$ cat config.mk
export PLATFORM = sky130hd
export DESIGN_NAME = serial_unlock_top
export DESIGN_NICKNAME = d
export VERILOG_FILES = /design/src/rtl/serial_unlock_pkg.sv /design/src/rtl/unlock_bus_sync.sv /design/src/rtl/unlock_key_match.sv /design/src/rtl/unlock_session.sv /design/src/rtl/serial_unlock_top.sv
export SDC_FILE = /design/constraint.sdc
export NUM_CORES = 1
export LEC_CHECK = 0
export BUFFER_PORTS_ARGS = -buffer_cell sky130_fd_sc_hd__buf_2
export CORE_MARGIN = 2
export CORE_UTILIZATION = 62
export DETAILED_ROUTE_END_ITERATION = 10
export PLACE_DENSITY = 0.83
export SLEW_MARGIN = 15
export SYNTH_ARGS = -nofsm -noshare
export SYNTH_HDL_FRONTEND = slang
export SYNTH_HIERARCHICAL = 1
export SYNTH_SLANG_ARGS = --single-unit
$ cat constraint.sdc
create_clock -name clk_i -period 7.5 [get_ports clk_i]
set_input_delay 0.375 -clock clk_i [delete_from_list [all_inputs] [get_ports clk_i]]
set_output_delay 0.375 -clock clk_i [all_outputs]
set_load 0.01 [all_outputs]
$ cat src/rtl/serial_unlock_pkg.sv
package serial_unlock_pkg;
  typedef enum logic [1:0] {
    SESS_IDLE,
    SESS_START,
    SESS_XFER,
    SESS_DRAIN
  } sess_state_e;

  typedef struct packed {
    logic rd;
    logic wr;
    logic dat;
  } bus_evt_t;
endpackage

$ cat src/rtl/unlock_bus_sync.sv
module unlock_bus_sync
  import serial_unlock_pkg::*;
#(
  parameter int SYNC_STAGES = 2
) (
  input  logic     clk_i,
  input  logic     rst_ni,
  input  logic     ce_ni,
  input  logic     oe_ni,
  input  logic     we_ni,
  input  logic     dq0_i,
  output bus_evt_t evt_o,
  output logic     ce_rise_o
);
  localparam int NSIG = 4;
  localparam logic [NSIG-1:0] RST_VAL = 4'b1110; // ce, oe, we idle high; dq 0

  logic [NSIG-1:0] sync_q [SYNC_STAGES];
  logic            ce_prev_q;
  logic            ce_s, oe_s, we_s, dq_s;
  logic            ce_fall, ce_rise;

  always_ff @(posedge clk_i or negedge rst_ni) begin
    if (!rst_ni) sync_q[0] <= RST_VAL;
    else         sync_q[0] <= {ce_ni, oe_ni, we_ni, dq0_i};
  end

  for (genvar s = 1; s < SYNC_STAGES; s++) begin : g_stage
    always_ff @(posedge clk_i or negedge rst_ni) begin
      if (!rst_ni) sync_q[s] <= RST_VAL;
      else         sync_q[s] <= sync_q[s-1];
    end
  end

  assign {ce_s, oe_s, we_s, dq_s} = sync_q[SYNC_STAGES-1];
  assign ce_fall = ce_prev_q & ~ce_s;
  assign ce_rise = ~ce_prev_q & ce_s;

  always_ff @(posedge clk_i or negedge rst_ni) begin
    if (!rst_ni) begin
      ce_prev_q <= 1'b1;
      evt_o     <= '0;
      ce_rise_o <= 1'b0;
    end else begin
      ce_prev_q <= ce_s;
      evt_o.wr  <= ce_fall & ~we_s;
      evt_o.rd  <= ce_fall & we_s & ~oe_s;
      evt_o.dat <= dq_s;
      ce_rise_o <= ce_rise;
    end
  end

  assert_evt_exclusive_R7: assert property (@(posedge clk_i) disable iff (!rst_ni)
    !(evt_o.rd && evt_o.wr));
  assert_edge_exclusive_R6: assert property (@(posedge clk_i) disable iff (!rst_ni)
    ce_rise_o |-> !(evt_o.rd || evt_o.wr));
endmodule

$ cat src/rtl/unlock_key_match.sv
module unlock_key_match #(
  parameter int          KEY_LEN = 64,
  parameter logic [63:0] KEY     = 64'h0
) (
  input  logic clk_i,
  input  logic rst_ni,
  input  logic rd_i,
  input  logic wr_i,
  input  logic bit_i,
  input  logic busy_i,
  output logic match_o
);
  localparam int PTR_W = $clog2(KEY_LEN);
  localparam logic [PTR_W-1:0] LAST = PTR_W'(KEY_LEN - 1);

  logic [PTR_W-1:0] ptr_q;
  logic             armed_q, miss_q;
  logic             live, bit_ok;

  assign live    = armed_q & ~miss_q & ~busy_i;
  assign bit_ok  = (bit_i == KEY[ptr_q]);
  assign match_o = wr_i & live & bit_ok & (ptr_q == LAST);

  always_ff @(posedge clk_i or negedge rst_ni) begin
    if (!rst_ni) begin
      ptr_q   <= '0;
      armed_q <= 1'b0;
      miss_q  <= 1'b0;
    end else if (!busy_i) begin
      if (rd_i) begin
        ptr_q   <= '0;
        armed_q <= 1'b1;
        miss_q  <= 1'b0;
      end else if (wr_i && live) begin
        if (!bit_ok) begin
          miss_q <= 1'b1;
        end else if (ptr_q == LAST) begin
          ptr_q   <= '0;
          armed_q <= 1'b0; // next attempt needs a fresh read
        end else begin
          ptr_q <= ptr_q + 1'b1;
        end
      end
    end
  end

  assert_miss_freezes_R4: assert property (@(posedge clk_i) disable iff (!rst_ni)
    (miss_q && !rd_i) |=> $stable(ptr_q));
  assert_read_rearms_R5: assert property (@(posedge clk_i) disable iff (!rst_ni)
    (rd_i && !busy_i) |=> (ptr_q == '0 && armed_q && !miss_q));
  assert_match_disarms_R10: assert property (@(posedge clk_i) disable iff (!rst_ni)
    match_o |=> !armed_q);
endmodule

$ cat src/rtl/unlock_session.sv
module unlock_session
  import serial_unlock_pkg::*;
#(
  parameter int XFER_LEN = 64,
  parameter int CNT_W    = $clog2(XFER_LEN + 1)
) (
  input  logic             clk_i,
  input  logic             rst_ni,
  input  logic             match_i,
  input  logic             cyc_i,
  input  logic             ce_rise_i,
  output logic             busy_o,
  output logic             active_o,
  output logic [CNT_W-1:0] cnt_o
);
  localparam logic [CNT_W-1:0] LAST = CNT_W'(XFER_LEN - 1);

  sess_state_e      state_q;
  logic [CNT_W-1:0] cnt_q;

  always_ff @(posedge clk_i or negedge rst_ni) begin
    if (!rst_ni) begin
      state_q <= SESS_IDLE;
      cnt_q   <= '0;
    end else begin
      unique case (state_q)
        SESS_IDLE:  if (match_i) state_q <= SESS_START;
        // key write still selected: open the window once ce rises
        SESS_START: if (ce_rise_i) begin
          state_q <= SESS_XFER;
          cnt_q   <= '0;
        end
        SESS_XFER: if (cyc_i) begin
          cnt_q <= cnt_q + 1'b1;
          if (cnt_q == LAST) state_q <= SESS_DRAIN;
        end
        SESS_DRAIN: if (ce_rise_i) begin
          state_q <= SESS_IDLE;
          cnt_q   <= '0;
        end
        default: state_q <= SESS_IDLE;
      endcase
    end
  end

  assign busy_o   = (state_q != SESS_IDLE);
  assign active_o = (state_q == SESS_XFER) || (state_q == SESS_DRAIN);
  assign cnt_o    = cnt_q;

  assert_cnt_bound_R9: assert property (@(posedge clk_i) disable iff (!rst_ni)
    cnt_q <= CNT_W'(XFER_LEN));
  assert_drain_full_R9: assert property (@(posedge clk_i) disable iff (!rst_ni)
    (state_q == SESS_DRAIN) |-> (cnt_q == CNT_W'(XFER_LEN)));
  assert_idle_zero_R1: assert property (@(posedge clk_i) disable iff (!rst_ni)
    (state_q == SESS_IDLE) |-> (cnt_q == '0));
endmodule

$ cat src/rtl/serial_unlock_top.sv
module serial_unlock_top
  import serial_unlock_pkg::*;
#(
  parameter int          KEY_LEN     = 64,
  parameter logic [63:0] KEY         = 64'h5CA3_3AC5_0F1E_96E1,
  parameter int          XFER_LEN    = 64,
  parameter int          SYNC_STAGES = 2,
  parameter int          IDX_W       = $clog2(XFER_LEN + 1)
) (
  input  logic             clk_i,
  input  logic             rst_ni,
  input  logic             ce_ni,
  input  logic             oe_ni,
  input  logic             we_ni,
  input  logic             dq0_i,
  output logic             unlocked_o,
  output logic             mem_inhibit_o,
  output logic [IDX_W-1:0] xfer_idx_o
);
  bus_evt_t evt;
  logic     ce_rise, match, busy, active;

  unlock_bus_sync #(.SYNC_STAGES(SYNC_STAGES)) u_sync (
    .clk_i, .rst_ni, .ce_ni, .oe_ni, .we_ni, .dq0_i,
    .evt_o(evt), .ce_rise_o(ce_rise)
  );

  unlock_key_match #(.KEY_LEN(KEY_LEN), .KEY(KEY)) u_match (
    .clk_i, .rst_ni, .rd_i(evt.rd), .wr_i(evt.wr), .bit_i(evt.dat),
    .busy_i(busy), .match_o(match)
  );

  unlock_session #(.XFER_LEN(XFER_LEN), .CNT_W(IDX_W)) u_sess (
    .clk_i, .rst_ni, .match_i(match), .cyc_i(evt.rd | evt.wr),
    .ce_rise_i(ce_rise), .busy_o(busy), .active_o(active), .cnt_o(xfer_idx_o)
  );

  assign unlocked_o    = active;
  assign mem_inhibit_o = active & ~ce_ni;

  assert_key_write_not_inhibited_R3: assert property (@(posedge clk_i) disable iff (!rst_ni)
    match |-> !mem_inhibit_o);
  assert_no_match_in_window_R9: assert property (@(posedge clk_i) disable iff (!rst_ni)
    unlocked_o |-> !match);
endmodule

# Word level (Yosys, flattened, before mapping)
# Memory sizes are Yosys's and may differ from the RTL's.
# Index checks and enable logic that the tools add are counted.
[word_totals]
regBits = 30
latch_bits = 0
mem_bits_rw = 0
romBits = 64
in_bits = 6
output_inout_bits = 9
elab_cells = 83
n_memories = 1
[memory_table]
columns = ["name", "words", "word_bits", "rd", "rd_ports_with_merged_regs", "wr", "line_no", "text"]
rows = [
  ["(no name shown)", 64, 1, 1, 0, 0, "unlock_key_match.sv:21", "assign bit_ok = (bit_i == KEY[ptr_q]);"],
]
[op_classes]
add_sub_neg = 2
mul = 0
div_mod_pow = 0
order_cmp = 1
n_eq_ne = 13
n_shift = 0
n_mux = 21
n_bitwise = 19
n_reduce_logical = 14
[op_table]
columns = ["operator", "count"]
rows = [
  ["two-way mux 6 bit", 4],
  ["two-way mux 7 bit", 2],
  ["one-hot mux 7 bit (2 select lines)", 1],
  ["AND 1 bit", 11],
  ["two-way mux 2 bit", 5],
  ["nonzero test 2 bit", 5],
  ["AND reduction 3 bit", 3],
  ["two-way mux 1 bit", 8],
  ["!= test 2 bit, second input constant", 4],
  ["one-hot mux 2 bit (4 select lines)", 1],
  ["adder 7 x 1 -> 7 bit, second input constant", 1],
  ["equality test 7 x 6 -> 1 bit, second input constant", 1],
  ["< comparator 6 x 7 -> 1 bit, second input constant", 1],
  ["NOT 1 bit", 7],
  ["adder 6 x 1 -> 6 bit, second input constant", 1],
  ["equality test 6 bit, second input constant", 1],
  ["!= test 2 x 1 -> 1 bit, second input constant", 3],
  ["AND reduction 5 bit", 1],
  ["equality test 2 bit, second input constant", 2],
  ["AND reduction 4 bit", 1],
  ["equality test 2 x 1 -> 1 bit, second input constant", 1],
  ["logical NOT 2 bit", 1],
  ["OR reduction 2 bit", 1],
  ["equality test 1 bit", 1],
  ["3 further kinds", 3],
]

# Logic depth before layout (Yosys ltp)
# Gate-level depths: netlist of the first run.
[depth]
depth_word = 8
mapped_depth = 13
depth_no_buf = 12

# Hierarchy
# Netlist of the first run, hierarchy kept.
[modules_own_cells]
columns = ["module", "instances", "cells_per_inst", "area_each_um2", "seq_area_each_um2"]
rows = [
  ["unlock_key_match", 1, 67, 626.9, 200.2],
  ["unlock_session", 1, 56, 534.3, 225.2],
  ["unlock_bus_sync", 1, 16, 360.3, 334.1],
  ["serial_unlock_top", 1, 2, 12.5, 0.0],
]

# Least setup slack after synthesis of the first run
# Ideal clock, no wire load.
[synth_path]
kind = "reg-to-reg"
start = "register u_match.ptr_q[0]"
end = "register u_sess.state_q[1]"
setup_ps = 128
arrival_ps = 2533
required_time_ps = 7372
setup_slack_ps = 4839
path_stages_with_launch = 13
path_buffers = 0
synth_period_minus_slack_ps = 2661
cell_sequence = "dfrtp_1 > inv_1 > ha_1 > mux2_4 > o21ai_1 > xnor2_1 > mux2i_4 > mux2i_1 > nand3_1 > nor2_1 > o21ai_0 > a211oi_2 > mux2_1"
[synth_via]
elab_chain_len = 7
elab_cells_between_ends = 8
cone_classes = "eq/ne (3); mux (1); bitwise (2); reduce/logical (1); memory (1)"
[synth_rtl]
columns = ["element", "line_no", "text"]
rows = [
  ["from (decl)", "unlock_key_match.sv:16", "logic [PTR_W-1:0] ptr_q;"],
  ["from (signal assigned)", "unlock_key_match.sv:41", "ptr_q <= ptr_q + 1'b1;"],
  ["memory read (64 x 1 bit)", "n/a", ""],
  ["two-way mux 1 bit (implied by the code)", "unlock_key_match.sv:21", ""],
  ["equality test 1 bit", "unlock_key_match.sv:21", ""],
  ["AND 1 bit", "unlock_key_match.sv:22", "assign match_o = wr_i & live & bit_ok & (ptr_q == LAST);"],
  ["AND 1 bit *", "unlock_key_match.sv:22", ""],
  ["net match", "serial_unlock_top.sv:21", "logic ce_rise, match, busy, active;"],
  ["!= test 2 bit (no line) *", "n/a", ""],
  ["AND reduction 5 bit (no line) *", "n/a", ""],
  ["to (signal assigned)", "unlock_session.sv:23", "state_q <= SESS_IDLE;"],
  ["to (signal assigned)", "unlock_session.sv:27", "SESS_IDLE: if (match_i) state_q <= SESS_START;"],
  ["to (signal assigned)", "unlock_session.sv:30", "state_q <= SESS_XFER;"],
  ["to (decl)", "unlock_session.sv:18", "sess_state_e state_q;"],
]
# Mark *: on every way through the listed nets, which the timed path passes. The rest lies on a longest branch. The select of a mux whose other input is x is not followed.
# A chain may end at the register's enable or synchronous reset.

# Worst setup path in the final report of the first run
# Ends and elaborated chain as after synthesis.

==> metrics.txt, run 1 <==
# TYPE chip_impl_metric gauge
chip_impl_info{name="status",value="finished, final reports clean"} 1
chip_impl_metric{name="power.share.clock",unit=""} 0.295
chip_impl_info{name="ys.flop_type",value="dfrtp_1"} 1
chip_impl_metric{name="finish.net_count",unit=""} 171
chip_impl_metric{name="clockBufferDepth",unit=""} 2
chip_impl_metric{name="synth_top_cell_area_share",unit=""} 0.375
chip_impl_metric{name="gr-usage-all-layers",unit=""} 0.254
chip_impl_metric{name="post-route-cell-area",unit="sq um"} 1690
chip_impl_metric{name="avgSynthCellArea",unit="sq um"} 10.9
chip_impl_info{name="endpoint",value="u_sess/state_q[1]"} 1
chip_impl_metric{name="synth_simple_gate_area_frac",unit=""} 0.174
chip_impl_metric{name="number_of_enable_type_register_cells_in_the_synthesized_netlist",unit=""} 0
chip_impl_metric{name="timing.reg2reg.setup_slack",unit="ns"} 4.52
chip_impl_metric{name="drcViolationCount",unit=""} 0
chip_impl_metric{name="clock_latency",unit="ns"} 0.32
chip_impl_metric{name="finClkSkew",unit="ns"} 0.0157
chip_impl_metric{name="ys_seq_elements",unit=""} 30
chip_impl_metric{name="net-switching-power",unit="uW"} 120
chip_impl_metric{name="fin_tns_setup",unit="ns"} 0
chip_impl_metric{name="p_leak",unit="uW"} 0.000793
chip_impl_metric{name="tritoncts.num_buffers",unit=""} 5
chip_impl_metric{name="detailedRoute.firstIterationViolations",unit=""} 32
chip_impl_info{name="cp-end-kind",value="register"} 1
chip_impl_metric{name="gr-total-overflow",unit=""} 0
chip_impl_metric{name="route.final.wire_length",unit="microns"} 3080
chip_impl_info{name="startpoint_type_of_the_worst_setup_path",value="register"} 1
chip_impl_metric{name="wl_per_cell",unit="microns"} 16.3
chip_impl_metric{name="worst_slew_pin_slew",unit="ns"} 0.628
chip_impl_metric{name="slew-limit-headroom",unit=""} 0.581
chip_impl_metric{name="detailedPlace.worstSlack",unit="ns"} 4.56
chip_impl_metric{name="synth_cell_type_count",unit=""} 44
chip_impl_metric{name="fp.dieArea",unit="sq um"} 2890
chip_impl_metric{name="fmaxAchievable",unit="MHz"} 335
chip_impl_metric{name="floorplan.core_area",unit="sq um"} 2410
chip_impl_metric{name="post-route-worst-setup-slack",unit="ns"} 4.52
chip_impl_metric{name="grt_pass1_vias",unit=""} 1133
chip_impl_metric{name="power_frac_seq",unit=""} 0.469
chip_impl_metric{name="slew_viol_final",unit=""} 0
chip_impl_info{name="post_synth_most_frequent_cells",value="dfrtp_1, o21ai_0, nand2_1, nand3_1, nor2_1"} 1
chip_impl_metric{name="h-tree-depth",unit=""} 2
chip_impl_metric{name="post_route_cells_drive_above_1_share",unit=""} 0.233
chip_impl_metric{name="ys.warnings.count",unit=""} 6
chip_impl_metric{name="pin_count_of_the_biggest_net_entering_global_routing",unit=""} 31
chip_impl_info{name="hp-class",value="input pin to asynchronous set/reset pin"} 1
chip_impl_info{name="startpoint",value="u_match/ptr_q[0]"} 1
chip_impl_metric{name="drt_pre_antenna_iters",unit=""} 4
chip_impl_metric{name="clk_transition_reported_paths",unit="ns"} 0.10
chip_impl_metric{name="die_y",unit="microns"} 53.7
chip_impl_info{name="rsz0062_at_grt",value="no"} 1
chip_impl_metric{name="cts.sinks",unit=""} 30
chip_impl_metric{name="finalWeightedCongestion",unit=""} 0.864
chip_impl_metric{name="start_util",unit=""} 0.637
chip_impl_metric{name="power_density",unit="nW/um^2"} 237
chip_impl_metric{name="antenna_cells",unit=""} 0
chip_impl_metric{name="hold_violations",unit=""} 0
chip_impl_info{name="crit-reg2reg-capture",value="u_sess/state_q[1]"} 1
chip_impl_metric{name="comb_power_share",unit=""} 0.236
chip_impl_metric{name="vias_per_cell",unit=""} 6.26
chip_impl_metric{name="post-dp-hpwl",unit="microns"} 2240
chip_impl_metric{name="post_synth_instance_area",unit="sq um"} 1530
chip_impl_info{name="synth_top_cells_by_area",value="dfrtp_1, dfstp_2, ha_1, o21ai_0, nand3_1"} 1
chip_impl_metric{name="p_sw_frac",unit=""} 0.300
chip_impl_metric{name="cp_data_required_time",unit="ns"} 7.71
chip_impl_metric{name="post_synth_inst_count",unit=""} 141
chip_impl_metric{name="drv_cap",unit=""} 0
chip_impl_metric{name="ios",unit=""} 15
chip_impl_metric{name="synth-compound-area-share",unit=""} 0.138
chip_impl_metric{name="chipWidth",unit="microns"} 53.7
chip_impl_metric{name="finish.cell_count_without_fillers",unit=""} 189
chip_impl_metric{name="placementRows",unit=""} 18
chip_impl_metric{name="cts_hold_buffers",unit=""} 0
chip_impl_metric{name="vias",unit=""} 1184
chip_impl_metric{name="placedInstanceArea",unit="sq um"} 1610
chip_impl_metric{name="cts_repair_resize_count",unit=""} 0
chip_impl_metric{name="worst-r2r-cell-count",unit=""} 12
chip_impl_metric{name="ys_seq_area_frac",unit=""} 0.495
chip_impl_info{name="post-synth-top-count-cell",value="dfrtp_1"} 1
chip_impl_metric{name="synth.mux.area_fraction",unit=""} 0.0750
chip_impl_info{name="setup.worst_path.class",value="register to register"} 1
chip_impl_info{name="cts_tree",value="done"} 1
chip_impl_metric{name="numPortBuffers",unit=""} 14
chip_impl_metric{name="fin_crit",unit="ns"} 2.98
chip_impl_metric{name="grt_first_pass_wirelength",unit="microns"} 5090
chip_impl_metric{name="timing.critical_path.fanout_max",unit=""} 7
chip_impl_metric{name="count_of_placed_standard_cells_including_taps",unit=""} 181
chip_impl_metric{name="ir_drop",unit="V"} 0.000181
chip_impl_metric{name="antenna_violations_before_repair",unit=""} 0
chip_impl_info{name="root_buffer",value="clkbuf_4"} 1
chip_impl_metric{name="route.antenna.remaining_nets",unit=""} 0
chip_impl_metric{name="post_synth_net_total",unit=""} 154
chip_impl_metric{name="synthArstFlopShare",unit=""} 1.00
chip_impl_metric{name="layout_worst_path_cycle_share",unit=""} 0.398
chip_impl_info{name="critical_path.reg2reg.startpoint",value="u_match/ptr_q[0]"} 1
chip_impl_metric{name="arrival",unit="ns"} 3.20
chip_impl_metric{name="postCtsSetupBuffers",unit=""} 0
chip_impl_info{name="post-synth-top-area-cell",value="dfrtp_1"} 1
chip_impl_metric{name="power.internal",unit="uW"} 280
chip_impl_metric{name="xor_xnor_fraction_of_synth_area",unit=""} 0.0285
chip_impl_metric{name="synth-adder-area-share",unit=""} 0.0571
chip_impl_metric{name="syn2layout_area_growth",unit="%"} 10.1
chip_impl_info{name="synth_top_family_by_area",value="simple AND/OR/NAND/NOR gates"} 1
chip_impl_metric{name="setup_viol",unit=""} 0
[layout by cell type (no fill, tap or decap), types with 3 or more instances in the layout]
cell type and n:
dfrtp_1 23, buf_2 14, o21ai_0 13, nand2_1 9
nand3_1 9, nor2_1 8, ha_1 7, dfstp_2 7
clkbuf_4 5, inv_1 5, xnor2_1 4, mux2i_1 4
nor2b_1 3, clkbuf_8 3, and3_1 3, nand3b_1 3
nand2b_1 3, o31ai_1 3, a21oi_1 3
[registers in the layout (all words and copies together), names as in the netlist]
register	cells
u_sess/cnt_o	7
u_match/ptr_q	6
u_sync/sync_q	5
u_sync/evt_o	3
u_sess/state_q	2
u_match/armed_q	1
u_match/miss_q	1
u_sync/ce_prev_q	1
u_sync/ce_rise_o	1
u_sync/ce_s	1
u_sync/dq_s	1
u_sync/oe_s	1
[through the flow]
| stage | total power (uW) | util | hold slack [ns] |
|---|---|---|---|
| floorplan | 264 | - | 0.0794 |
| global placement | 275 | 0.668 | 0.336 |
| detailed placement | 285 | 0.668 | 0.338 |
| CTS | 403 | 0.701 | 0.0752 |
| global route | 425 | 0.701 | 0.0890 |
| finish | 400 | 0.701 | 0.0576 |
[layer usage]
layer	vias to the layer above	share of wire	GRT usage	wire, microns
met3	2	0.038	0.0694	118
li1	548	-	-	-
met1	608	0.45	0.316	1400
met5	-	0	0	0
met2	26	0.50	0.415	1540
met4	0	0.0062	0.103	19
[worst max-delay path, cell delays in order, from the launching register on]
cell	delay, ns
dfrtp_1	0.45
inv_1	0.09
ha_1	0.32
mux2_4	0.27
o21ai_1	0.15
xnor2_1	0.13
mux2i_4	0.22
mux2i_1	0.31
nand3_1	0.17
nor2_1	0.13
o21ai_0	0.10
a211oi_2	0.20
mux2_1	0.35
[power by group through the flow]
| stage | logic (uW) | registers [uW] | clock network [uW] |
|---|---|---|---|
| after floorplan | 77.7 | 186 | 0 |
| after CTS | 94.5 | 188 | 120 |
| after detailed placement | 94.3 | 191 | 0 |
| final | 94.6 | 188 | 118 |
| after global routing | 105 | 190 | 130 |
| after global placement | 86.4 | 189 | 0 |
[cell type report]
cell class / instances / area (sq um)
Clock buffer: 8 / 78.8
Fill cell: 159 / 721
Inverter: 5 / 18.8
Multi-Input combinational cell: 102 / 724
Sequential cell: 30 / 759
Tap cell: 30 / 37.5
Timing Repair Buffer: 14 / 70.1
[kinds of logic after synthesis]
family	Yosys count
AOI/OAI and AO/OA	32
xor gates and xnor gates	5
adders and majority gates	7
buffers and inverters	9
DFF	30
muxes	9
and+or+nand+nor	49
[worst min-delay path by stage]
stage | slack, ns | endpoint | startpoint
6_report | 0.06 | u_sess/cnt_o[2] | rst_ni
4_1_cts | 0.08 | u_sess/cnt_o[2] | rst_ni
2_1_floorplan | 0.08 | u_match/armed_q | rst_ni
3_3_place_gp | 0.34 | u_sync/evt_o[0] | u_sync/dq_s
5_1_grt | 0.09 | u_sess/cnt_o[2] | rst_ni
3_5_place_dp | 0.34 | u_sync/dq_s | u_sync/sync_q[4]
Power figures use the tool's default switching activity.
==> inputs of run 2 (changes only) <==
ABC_AREA = 1   (was default)
CORE_UTILIZATION = 52   (was 62)
PLACE_DENSITY = 0.74   (was 0.83)
clock period = 2.65 ns   (was 7.5 ns; I/O delays follow)
==> metrics.txt, run 2 <==
# TYPE chip_impl_metric gauge
chip_impl_info{name="status",value="finished, final reports clean"} 1
chip_impl_metric{name="cts.sinks",unit=""} 30
chip_impl_info{name="root_buffer",value="clkbuf_4"} 1
chip_impl_metric{name="route.final.wire_length",unit="microns"} 2790
chip_impl_metric{name="floorplan.core_area",unit="sq um"} 3030
chip_impl_metric{name="post_synth_inst_count",unit=""} 199
chip_impl_info{name="layout_commonest_cell",value="nand2_1"} 1
chip_impl_metric{name="end_of_flow_core_utilization",unit=""} 0.614
chip_impl_info{name="rsz0062_at_grt",value="no"} 1
chip_impl_metric{name="antenna_violations_before_repair",unit=""} 0
chip_impl_metric{name="cts_hold_buffers",unit=""} 5
chip_impl_metric{name="timing.critical_path.fanout_max",unit=""} 4
chip_impl_metric{name="hold_slack",unit="ns"} 0.352
chip_impl_metric{name="ys.warnings.count",unit=""} 6
chip_impl_info{name="hp-class",value="register to register"} 1
chip_impl_info{name="synth_top_cells_by_area",value="dfrtp_1, dfstp_2, nand2_1, ha_1, inv_1"} 1
chip_impl_metric{name="power_density",unit="nW/um^2"} 637
chip_impl_info{name="crit-reg2reg-capture",value="u_sess/state_q[1]"} 1
chip_impl_metric{name="synthArstFlopShare",unit=""} 1.00
chip_impl_info{name="final_cell_mix",value="nand2_1, inv_1, dfrtp_1"} 1
chip_impl_metric{name="die_y",unit="microns"} 60.4
chip_impl_info{name="post_synth_most_frequent_cells",value="nand2_1, dfrtp_1, inv_1, nand3_1, nor2_1"} 1
chip_impl_metric{name="largest_register_ff_count",unit=""} 7
chip_impl_info{name="post-synth-top-count-cell",value="nand2_1"} 1
chip_impl_metric{name="drt_pre_antenna_iters",unit=""} 4
chip_impl_metric{name="post_synth_instance_area",unit="sq um"} 1650
chip_impl_metric{name="fin_crit",unit="ns"} 2.08
chip_impl_metric{name="detailedRoute.firstIterationViolations",unit=""} 49
chip_impl_metric{name="hold-path-cell-count",unit=""} 0
chip_impl_metric{name="fin_tns_setup",unit="ns"} 0
chip_impl_metric{name="arrival",unit="ns"} 2.29
chip_impl_metric{name="h-tree-depth",unit=""} 2
chip_impl_metric{name="worst-r2r-cell-count",unit=""} 16
chip_impl_metric{name="drv_cap",unit=""} 0
chip_impl_metric{name="finClkSkew",unit="ns"} 0.00920
chip_impl_info{name="critical_path.reg2reg.startpoint",value="u_match/ptr_q[0]"} 1
chip_impl_metric{name="ir_drop",unit="V"} 0.000424
chip_impl_metric{name="gr-usage-all-layers",unit=""} 0.194
chip_impl_info{name="ys.flop_type",value="dfrtp_1"} 1
chip_impl_metric{name="number_of_enable_type_register_cells_in_the_synthesized_netlist",unit=""} 0
chip_impl_metric{name="post_route_cells_drive_above_1_share",unit=""} 0.287
chip_impl_metric{name="ios",unit=""} 15
chip_impl_metric{name="slew-limit-headroom",unit=""} 0.575
chip_impl_metric{name="ys_seq_area_frac",unit=""} 0.460
chip_impl_metric{name="pin_count_of_the_biggest_net_entering_global_routing",unit=""} 31
chip_impl_info{name="hold_path_startpoint",value="u_sync/dq_s"} 1
chip_impl_metric{name="antenna_cells",unit=""} 0
chip_impl_metric{name="grt_pass1_vias",unit=""} 1205
chip_impl_metric{name="syn2layout_area_growth",unit="%"} 12.4
chip_impl_metric{name="drcViolationCount",unit=""} 0
chip_impl_metric{name="timing.reg2reg.setup_slack",unit="ns"} 0.57
chip_impl_metric{name="layout_worst_path_cycle_share",unit=""} 0.785
chip_impl_metric{name="p_leak",unit="uW"} 0.000952
chip_impl_metric{name="power.total",unit="uW"} 1180
chip_impl_metric{name="post-dp-hpwl",unit="microns"} 2020
chip_impl_metric{name="ys_seq_elements",unit=""} 30
chip_impl_metric{name="detailedPlace.worstSlack",unit="ns"} 0.576
chip_impl_metric{name="numPortBuffers",unit=""} 14
chip_impl_metric{name="post-route-worst-setup-slack",unit="ns"} 0.569
chip_impl_metric{name="hold_violations",unit=""} 0
chip_impl_metric{name="clock_latency",unit="ns"} 0.32
chip_impl_metric{name="wl_per_cell",unit="microns"} 10.5
chip_impl_info{name="startpoint_type_of_the_worst_setup_path",value="register"} 1
chip_impl_metric{name="vias_per_cell",unit=""} 4.81
chip_impl_metric{name="clk_transition_reported_paths",unit="ns"} 0.09
chip_impl_metric{name="avgSynthCellArea",unit="sq um"} 8.31
chip_impl_metric{name="route.antenna.remaining_nets",unit=""} 0
chip_impl_metric{name="placementRows",unit=""} 20
chip_impl_info{name="cp-end-kind",value="register"} 1
chip_impl_metric{name="post_synth_net_total",unit=""} 212
chip_impl_metric{name="fill_cells",unit=""} 278
chip_impl_info{name="cts_tree",value="done"} 1
chip_impl_info{name="setup.worst_path.class",value="register to register"} 1
chip_impl_metric{name="fmaxAchievable",unit="MHz"} 480
chip_impl_metric{name="fp.dieArea",unit="sq um"} 3650
chip_impl_metric{name="setup_viol",unit=""} 0
chip_impl_metric{name="tritoncts.num_buffers",unit=""} 5
chip_impl_metric{name="slew_viol_final",unit=""} 0
chip_impl_info{name="min_delay_worst_endpoint",value="u_sync/evt_o[0]"} 1
chip_impl_metric{name="start_util",unit=""} 0.546
chip_impl_metric{name="cts_repair_resize_count",unit=""} 0
chip_impl_metric{name="finish.net_count",unit=""} 235
chip_impl_metric{name="synth_cell_type_count",unit=""} 24
chip_impl_metric{name="vias",unit=""} 1284
chip_impl_metric{name="clockBufferDepth",unit=""} 2
chip_impl_metric{name="finalWeightedCongestion",unit=""} 0.805
chip_impl_metric{name="gr-total-overflow",unit=""} 0
chip_impl_metric{name="worst_slew_pin_slew",unit="ns"} 0.638
chip_impl_metric{name="chipWidth",unit="microns"} 60.4
chip_impl_metric{name="grt_first_pass_wirelength",unit="microns"} 5100
chip_impl_metric{name="postCtsSetupBuffers",unit=""} 0
chip_impl_metric{name="cp_data_required_time",unit="ns"} 2.86
chip_impl_metric{name="synth_top_cell_area_share",unit=""} 0.348
chip_impl_info{name="post-synth-top-area-cell",value="dfrtp_1"} 1
[run 2: cell types whose count changed after synthesis, sizes merged, moves of 4 or more]
cell	change
xnor2	-4
nand2	+53
nor2	+16
mux2	-4
inv	+23
mux2i	-5
nand3	+12
[run 2: power by group]
part	internal [uW]	switching [uW]	leakage, uW
combinational	130	216	0.000542
clock	127	156	0.0000343
sequential	509	45.3	0.000376
[run 2: metrics by stage]
step	instances	instance area, sq um
global placement	254	1740
CTS	267	1860
floorplan	199	1650
finish	267	1860
detailed placement	254	1740
global route	267	1860
[run 2: logic make-up after synthesis]
logic type,synth area share
and+or+nand+nor,0.346
buffers and inverters,0.0871
DFF,0.460
AOI/OAI and AO/OA,0.0492
adders and majority gates,0.0530
xor gates and xnor gates,0.00530
[run 2: area by class of cell]
cell class | count | area, sq um | share of cell area
well taps | 44 | 55.1 | 0.0296
flip-flops and latches | 30 | 759 | 0.409
clock inverters | 2 | 12.5 | 0.00673
repair buffers | 19 | 120 | 0.0646
multi-input cells | 138 | 749 | 0.403
clock buffers | 6 | 51.3 | 0.0276
inverters | 28 | 110 | 0.0593
[run 2: worst max-delay path, stage by stage, from the launching register on]
cell and delay, ns:
dfrtp_1 0.42, inv_1 0.15, ha_1 0.26, inv_1 0.07, nand2_1 0.06, nand3_1 0.06, nand3_1 0.07, nand2_1 0.07
nand2_1 0.06, nand3_1 0.10, nand2_1 0.08, nor3_1 0.13, o21ai_0 0.13, nor2_2 0.13, nand2_2 0.08, nand2_1 0.05
nand2_1 0.05
[run 2: worst max path at each step]
stage                           from                 to  slack [ns]  cells past startpoint
global placement    u_match/ptr_q[0]  u_sess/state_q[1]        0.68                     16
finish              u_match/ptr_q[0]  u_sess/state_q[1]        0.57                     16
detailed placement  u_match/ptr_q[0]  u_sess/state_q[1]        0.58                     16
CTS                 u_match/ptr_q[0]  u_sess/state_q[1]        0.56                     16
global route        u_match/ptr_q[0]  u_sess/state_q[1]        0.41                     17
floorplan           u_match/ptr_q[0]  u_sess/state_q[1]        0.77                     16
[run 2: metal layers]
| metal | up-vias | part of all wire | wire, microns | track usage |
|---|---|---|---|---|
| li1 | 669 | - | - | - |
| met1 | 591 | 0.48 | 1340 | 0.243 |
| met2 | 22 | 0.48 | 1340 | 0.311 |
| met3 | 2 | 0.034 | 94 | 0.0704 |
| met4 | 0 | 0.0075 | 21 | 0.0667 |
| met5 | - | 0 | 0 | 0 |
